<file path="config.mk">
export PLATFORM = sky130hd
export DESIGN_NAME = warp_coalescer
export DESIGN_NICKNAME = d
export VERILOG_FILES = /design/src/rtl/coal_pkg.sv /design/src/rtl/coal_first_lane.sv /design/src/rtl/coal_region_match.sv /design/src/rtl/warp_coalescer.sv
export SDC_FILE = /design/constraint.sdc
export NUM_CORES = 2
export LEC_CHECK = 0
export BUFFER_PORTS_ARGS = -buffer_cell sky130_fd_sc_hd__clkbuf_2
export CAP_MARGIN = 5
export CORE_AREA = 4 4 433 435
export CTS_CLUSTER_DIAMETER = 200
export DETAILED_ROUTE_END_ITERATION = 6
export DIE_AREA = 0 0 437 439
export GPL_TIMING_DRIVEN = 0
export PLACE_DENSITY = 0.51
export SETUP_SLACK_MARGIN = 0.15
export SYNTH_ARGS = -nofsm -noshare
export SYNTH_HDL_FRONTEND = slang
export SYNTH_HIERARCHICAL = 1
export SYNTH_SLANG_ARGS = --single-unit
export TNS_END_PERCENT = 100
</file>
<file path="constraint.sdc">
create_clock -name clk -period 5.8 [get_ports clk]
set_input_delay 0.58 -clock clk [delete_from_list [all_inputs] [get_ports clk]]
set_output_delay 0.58 -clock clk [all_outputs]
set_load 0.01 [all_outputs]
</file>
<file path="src/rtl/coal_pkg.sv">
package coal_pkg;
  typedef enum logic {
    GRAN_LINE = 1'b0,
    GRAN_SEG  = 1'b1
  } gran_e;
endpackage

</file>
<file path="src/rtl/coal_first_lane.sv">
module coal_first_lane #(
  parameter int LANES = 32,
  parameter int IDX_W = $clog2(LANES)
) (
  input  logic [LANES-1:0] pend,
  output logic [IDX_W-1:0] idx,
  output logic             any
);
  // lowest set bit wins
  always_comb begin
    idx = '0;
    any = |pend;
    for (int i = LANES - 1; i >= 0; i--) begin
      if (pend[i]) idx = IDX_W'(i);
    end
  end
endmodule

</file>
<file path="src/rtl/coal_region_match.sv">
module coal_region_match
  import coal_pkg::*;
#(
  parameter int LANES   = 32,
  parameter int ADDR_W  = 32,
  parameter int LINE_SH = 7,
  parameter int SEG_SH  = 5,
  parameter int IDX_W   = $clog2(LANES)
) (
  input  logic [LANES*ADDR_W-1:0] addr_flat,
  input  logic [LANES-1:0]        pend,
  input  logic [IDX_W-1:0]        lead_idx,
  input  gran_e                   gran,
  output logic [LANES-1:0]        mask,
  output logic [ADDR_W-1:0]       base
);
  logic [ADDR_W-1:0] lead_addr;
  assign lead_addr = addr_flat[lead_idx*ADDR_W +: ADDR_W];

  // one comparator pair per lane
  for (genvar g = 0; g < LANES; g++) begin : g_lane
    logic [ADDR_W-1:0] a;
    logic same_line, same_seg;
    assign a         = addr_flat[g*ADDR_W +: ADDR_W];
    assign same_line = (a[ADDR_W-1:LINE_SH] == lead_addr[ADDR_W-1:LINE_SH]);
    assign same_seg  = (a[ADDR_W-1:SEG_SH]  == lead_addr[ADDR_W-1:SEG_SH]);
    assign mask[g]   = pend[g] & ((gran == GRAN_SEG) ? same_seg : same_line);
  end

  assign base = (gran == GRAN_SEG) ? {lead_addr[ADDR_W-1:SEG_SH], {SEG_SH{1'b0}}}
                                   : {lead_addr[ADDR_W-1:LINE_SH], {LINE_SH{1'b0}}};
endmodule

</file>
<file path="src/rtl/warp_coalescer.sv">
module warp_coalescer
  import coal_pkg::*;
#(
  parameter int LANES      = 32,
  parameter int ADDR_W     = 32,
  parameter int LINE_BYTES = 128,
  parameter int SEG_BYTES  = 32
) (
  input  logic                    clk,
  input  logic                    rst,
  input  logic                    req_valid,
  output logic                    req_ready,
  input  logic                    req_mode,
  input  logic [LANES-1:0]        req_active,
  input  logic [LANES*ADDR_W-1:0] req_addr,
  output logic                    txn_valid,
  input  logic                    txn_ready,
  output logic [ADDR_W-1:0]       txn_base,
  output logic [LANES-1:0]        txn_mask,
  output logic                    done
);
  localparam int IDX_W   = $clog2(LANES);
  localparam int LINE_SH = $clog2(LINE_BYTES);
  localparam int SEG_SH  = $clog2(SEG_BYTES);

  logic                    busy;
  gran_e                   mode_q;
  logic [LANES*ADDR_W-1:0] addr_q;
  logic [LANES-1:0]        pend_q;

  logic [IDX_W-1:0]  lead_idx;
  logic              lead_any;
  logic [LANES-1:0]  m_mask;
  logic [ADDR_W-1:0] m_base;
  logic              slot_free;

  coal_first_lane #(.LANES(LANES), .IDX_W(IDX_W)) u_first (
    .pend (pend_q),
    .idx  (lead_idx),
    .any  (lead_any)
  );

  coal_region_match #(
    .LANES(LANES), .ADDR_W(ADDR_W), .LINE_SH(LINE_SH), .SEG_SH(SEG_SH), .IDX_W(IDX_W)
  ) u_match (
    .addr_flat (addr_q),
    .pend      (pend_q),
    .lead_idx  (lead_idx),
    .gran      (mode_q),
    .mask      (m_mask),
    .base      (m_base)
  );

  assign slot_free = !txn_valid || txn_ready;
  assign req_ready = !busy;

  always_ff @(posedge clk) begin
    if (rst) begin
      busy      <= 1'b0;
      mode_q    <= GRAN_LINE;
      addr_q    <= '0;
      pend_q    <= '0;
      txn_valid <= 1'b0;
      txn_base  <= '0;
      txn_mask  <= '0;
      done      <= 1'b0;
    end else begin
      done <= 1'b0;
      if (!busy) begin
        if (req_valid) begin
          addr_q <= req_addr;
          mode_q <= gran_e'(req_mode);
          pend_q <= req_active;
          if (req_active == '0) done <= 1'b1;
          else                  busy <= 1'b1;
        end
      end else if (slot_free) begin
        if (lead_any) begin
          txn_valid <= 1'b1;
          txn_base  <= m_base;
          txn_mask  <= m_mask;
          pend_q    <= pend_q & ~m_mask;
        end else begin
          txn_valid <= 1'b0;
          busy      <= 1'b0;
          done      <= 1'b1;
        end
      end
    end
  end
endmodule

</file>
### Word-level counts from Yosys, hierarchy flattened

Cells that the tools add are included.

| cells by class | value |
|---|---|
| $add $sub $neg | 0 |
| multipliers | 0 |
| div/mod/pow operators | 0 |
| order comparisons | 0 |
| equal/unequal tests | 66 |
| shifts and indexed selects | 1 |
| multiplexer cells | 79 |
| bitwise operators | 35 |
| reduce and logical (&&, ||, !) cells | 10 |

Operator list:

| operator | count |
|---|---|
| $shiftx 1024x11->32 | 1 |
| $eq 27x27->1 | 32 |
| $eq 25x25->1 | 32 |
| $mux 5 | 32 |
| $mux 32 | 4 |
| $mux 1 | 42 |
| $and 1x1->1 | 32 |
| $and 32x32->32 | 1 |
| $logic_not 32->1 | 1 |
| $not 32->32 | 1 |
| $reduce_or 32->1 | 1 |
| $mux 7 | 1 |
| $reduce_and 3->1 | 2 |
| $ne 2x1->1 const B | 2 |
| $reduce_and 2->1 | 2 |
| $logic_not 1->1 | 2 |
| $reduce_bool 2->1 | 1 |
| $logic_or 1x1->1 | 1 |
| $not 1->1 | 1 |

| word-level totals | value |
|---|---|
| bits in registers | 1124 |
| latch bits | 0 |
| bits in writable memories | 0 |
| memory bits (read-only) | 0 |
| input bits | 1061 |
| output and inout bits | 67 |
| memories | 0 |

### Longest topological paths before layout

| logic depth | value |
|---|---|
| word-level depth | 41 |
| gate-level depth with buffers | 24 |

### Cells and area by module

The synthesis kept the hierarchy.

Modules (own cells, without submodules):

| module | times used | cells each | area an instance (µm²) | seq. area each (µm²) |
|---|---|---|---|---|
| warp_coalescer | 1 | 4922 | 38730.9 | 22501.6 |
| coal_region_match | 1 | 1937 | 17641.9 | 0.0 |
| coal_first_lane | 1 | 65 | 385.4 | 0.0 |

### Least setup slack after synthesis

No wires, ideal clock.

| path | value |
|---|---|
| path type | reg-to-reg |
| from | reg pend_q[1] |
| to | reg pend_q[31] |
| arrival | 4.346 ns |
| data required time | 5.668 ns |
| path slack | 1.321 ns |
| cell stages (with the launch flop) | 20 |
| buffers on the path | 4 |
| period minus slack after synthesis | 4.479 ns |
| cells stage by stage | dfxtp_1 nor2_1 o31ai_1 or4_1 nor3_2 a21o_1 buf_6 buf_6 buf_6 mux4_4 o22ai_1 nor4_2 buf_1 xnor2_1 nand3_1 or4_1 nor4_1 nor2_1 o21ai_0 a21oi_1 |

| between the ends | value |
|---|---|
| cells in the longest elaborated chain, start to end | 11 |
| elaborated cells between the ends (all ways) | 15 |
| classes of those cells | 3 x eq/ne; 1 x shift; 6 x mux; 3 x bitwise; 2 x reduce/logical |

RTL lines:

| item | RTL line | text |
|---|---|---|
| from (decl) | warp_coalescer.sv:29 | `logic [LANES-1:0] pend_q;` |
| from (signal assigned) | warp_coalescer.sv:73 | `pend_q <= req_active;` |
| from (signal assigned) | warp_coalescer.sv:82 | `pend_q <= pend_q & ~m_mask;` |
| $mux 5 (*) (2 in a row) | coal_first_lane.sv:14 | `if (pend[i]) idx = IDX_W'(i);` |
| via lead_idx[1] | warp_coalescer.sv:31 | `logic [IDX_W-1:0] lead_idx;` |
| $shiftx 1024x11->32 (*) | coal_region_match.sv:18 | `assign lead_addr = addr_flat[lead_idx*ADDR_W +: ADDR_W];` |
| $eq 27x27->1 or $eq 25x25->1 (tied branches) | coal_region_match.sv:26, coal_region_match.sv:25 |  |
| $mux 1 (*) | coal_region_match.sv:27 | `assign mask[g] = pend[g] & ((gran == GRAN_SEG) ? same_seg : same_line);` |
| $and 1x1->1 (*) | coal_region_match.sv:27 |  |
| via m_mask[31] | warp_coalescer.sv:33 | `logic [LANES-1:0] m_mask;` |
| $not 32->32 (*) | warp_coalescer.sv:82 |  |
| $and 32x32->32 (*) | warp_coalescer.sv:82 |  |
| $mux 32 (*) | warp_coalescer.sv:78 | `if (lead_any) begin` |
| $mux 32 (*) | warp_coalescer.sv:77 | `end else if (slot_free) begin` |
| $mux 32 (*) | warp_coalescer.sv:69 | `if (!busy) begin` |

The timed path passes the listed nets; every way through them passes the cells marked *. The select of a mux whose other input is x is not followed.
A chain may end at the register's enable or synchronous reset.

### Worst setup path after layout

| path | value |
|---|---|
| from | reg pend_q[6] |
| to | reg pend_q[15] |

| between the ends | value |
|---|---|
| cells in the longest elaborated chain, start to end | 16 |
| elaborated cells between the ends (all ways) | 20 |
| classes of those cells | 3 x eq/ne; 1 x shift; 11 x mux; 3 x bitwise; 2 x reduce/logical |

RTL lines:

| item | RTL line |
|---|---|
| $mux 5 (*) (7 in a row) | coal_first_lane.sv:14 |
| via lead_idx[4] | warp_coalescer.sv:31 |
| $shiftx 1024x11->32 (*) | coal_region_match.sv:18 |
| $eq 27x27->1 or $eq 25x25->1 (tied branches) | coal_region_match.sv:26, coal_region_match.sv:25 |
| $mux 1 (*) | coal_region_match.sv:27 |
| $and 1x1->1 (*) | coal_region_match.sv:27 |
| via m_mask[15] | warp_coalescer.sv:33 |
| $not 32->32 (*) | warp_coalescer.sv:82 |
| $and 32x32->32 (*) | warp_coalescer.sv:82 |
| $mux 32 (*) | warp_coalescer.sv:78 |
| $mux 32 (*) | warp_coalescer.sv:77 |
| $mux 32 (*) | warp_coalescer.sv:69 |

Marked as above.

==> impl_metrics.toml <==
[clocking]
clk_latency_ns = 0.83
cts.clk_slew.worst_paths_ns = 0.06
clkSinkCount = 964
cts_buffer_depth = 3
numCtsBuffers = 109
h-tree-depth = 3
cts_tree = "built"
root_buffer = "clkbuf_16"

[yosys]
synthCells = 6284
syn_area_um2 = 51600
yosys_warnings = 6
synth.avg_cell_area_um2 = 8.20

[global_routing]
busiest_layer = "met2"
grt_start_max_net_pins = 16
grt_usage_pct = 39.6
grt_pass1_wl_mm = 506
met2_usage_pct = 60.6
grt_antenna_before_repair = 23
use_met1_pct = 48.2
grtUsageMet3_pct = 10.4
grt_pass1_vias = 55000
grt-ovfl-total = 0

[timing]
setup_tns_ns = 0
setup_viol = 0
slew_headroom_pct = 0.684
worstMarginPinSlew_ns = 1.49
period_needed_ns = 5.77
fin_crit_sh_pct = 99.6
skew_ns = 0.0661
maxSlewViolCount = 0
fmax_mhz = 173
setup_slack_ns = 0.0255
final-hold-violation-count = 0
grt_setup_unrepaired = "yes"

[floorplan]
die_h_um = 439
die_x_um = 437
dieArea_um2 = 192000
rows = 157
start_util_pct = 28.2
ios = 1128
core_area_um2 = 183000

[cells_and_area]
n_fill_cell = 19100
area_growth_pct = 37.4
multi_input_area_um2 = 30600
final_cell_mix = "1,977 x nand2_1, 977 x a21oi_1, 976 x clkbuf_2, 940 x dfxtp_1, 457 x xnor2_1"
post-route-util_pct = 38.7
layout.cells.most_common = "nand2_1"
fin_nets = 8866
layout-drive-gt1-share_pct = 26.9
seq_area_um2 = 19300
fin_cells = 10400

[pwr]
power_density_nw_per_um2 = 486
ir_worst_vdd_mv = 0.474
leakage_nw = 28.4

[hold_path]
hold_class = "primary input to register"
min-delay-start = "req_addr[735]"

[placement]
dp_slack_ns = -2.61
io_buffers = 966
gp_congestion = 1.07
dpl.hpwl_mm = 314
placed_cells = 9730

[drt]
ant_nets = 0
firstDrtPassIters = 6
wire_per_inst_um = 38.6
wl_mm = 401
vias_per_cell = 5.60
drc = 0
vias = 58200
drtIter0Drc = 7533

[worst_setup_path]
crit_chain = "nor4_2, nand2_1, nor3b_1, buf_2, buf_2, clkbuf_4, mux4_2, o21a_1, a22oi_1, o21ai_2, buf_2, xor2_1, o21ai_0, and4_4, nor2_1, o21ai_1, a21oi_1"
required_ns = 6.48
r2r-start = "pend_q[6]"
cpPeakStageDelay_ns = 0.78
endpoint_kind = "register"
cp_max_fo = 10
worst_path_most_repeated_cell = "buf_2"
crit_start = "pend_q[6]"
crit_arrival_ns = 6.45
setup.worst_path.class = "register to register"
crit_path_start_kind = "register"
cpMaxStageDelayCell = "buf_2"

[run]
maxCapViolCount = 0

[outcome]
status = "finished, final reports clean"
critical path, delay by kind of cell (launching register included):
kind,cells,cell delay [ns]
AOI/OAI and AO/OA,6,1.24
xor gates and xnor gates,1,0.14
buffers and inverters,4,2.09
muxes,1,0.34
and+or+nand+nor,5,1.31
DFF,1,0.45
layout make-up:
type                    instances  share of cell area, %
well taps                    2464                   4.35
diodes                         27                 0.0954
plain buffers                 547                   6.38
clock buffers                 155                   4.42
repair buffers               1407                   13.3
inverters                      24                  0.145
multi-input cells            4752                   43.2
flip-flops and latches        964                   27.3
clock inverters                48                  0.774
worst paths after layout:
path	endpoint	slack, ns	depth (start not counted)
min reg2reg	txn_base[15]	0.46	2
min	addr_q[735]	0.01	3
max	pend_q[15]	0.03	17
max reg2reg	pend_q[15]	0.03	17
per-stage QoR:
step                power (W)  area (um2)  hold slack, ns
global route           0.0342       70800         0.00978
detailed placement     0.0227       59700           0.450
finish                 0.0344       70800          0.0101
global placement       0.0226       59500           0.445
floorplan              0.0153       51600           0.452
CTS                    0.0321       69100        0.000140
power breakdown:
part	switching (W)	total [W]	internal (W)	leakage, nW
clock	0.00318	0.00728	0.00410	1.80
combinational	0.0124	0.0191	0.00668	18.7
sequential	0.000939	0.00803	0.00709	7.92
total	0.0165	0.0344	0.0179	28.4
registers in the layout, indices dropped and copies added (netlist names):
signal / flops
addr_q: 864
pend_q: 32
txn_base: 32
txn_mask: 32
busy: 1
done: 1
mode_q: 1
txn_valid: 1
layer usage:
layer / wire, um / vias up / part of all wire [%]
met5: 318 / - / 0.079
met4: 37300 / 22 / 9.3
met3: 41200 / 1214 / 10
met2: 172000 / 4109 / 43
met1: 151000 / 28600 / 38
li1: - / 24300 / -
timing repair:
action / 4_1_cts / 5_1_grt
endpoints found under the setup margin: 91 / 58
pin swaps: 37 / 46
gates resized for setup: 518 / 163
hold endpoints to repair: 258 / 0
hold buffers: 258 / 0
buffers inserted: 89 / 76
cloned: 2 / 4
(Power assumes the default switching activity.)
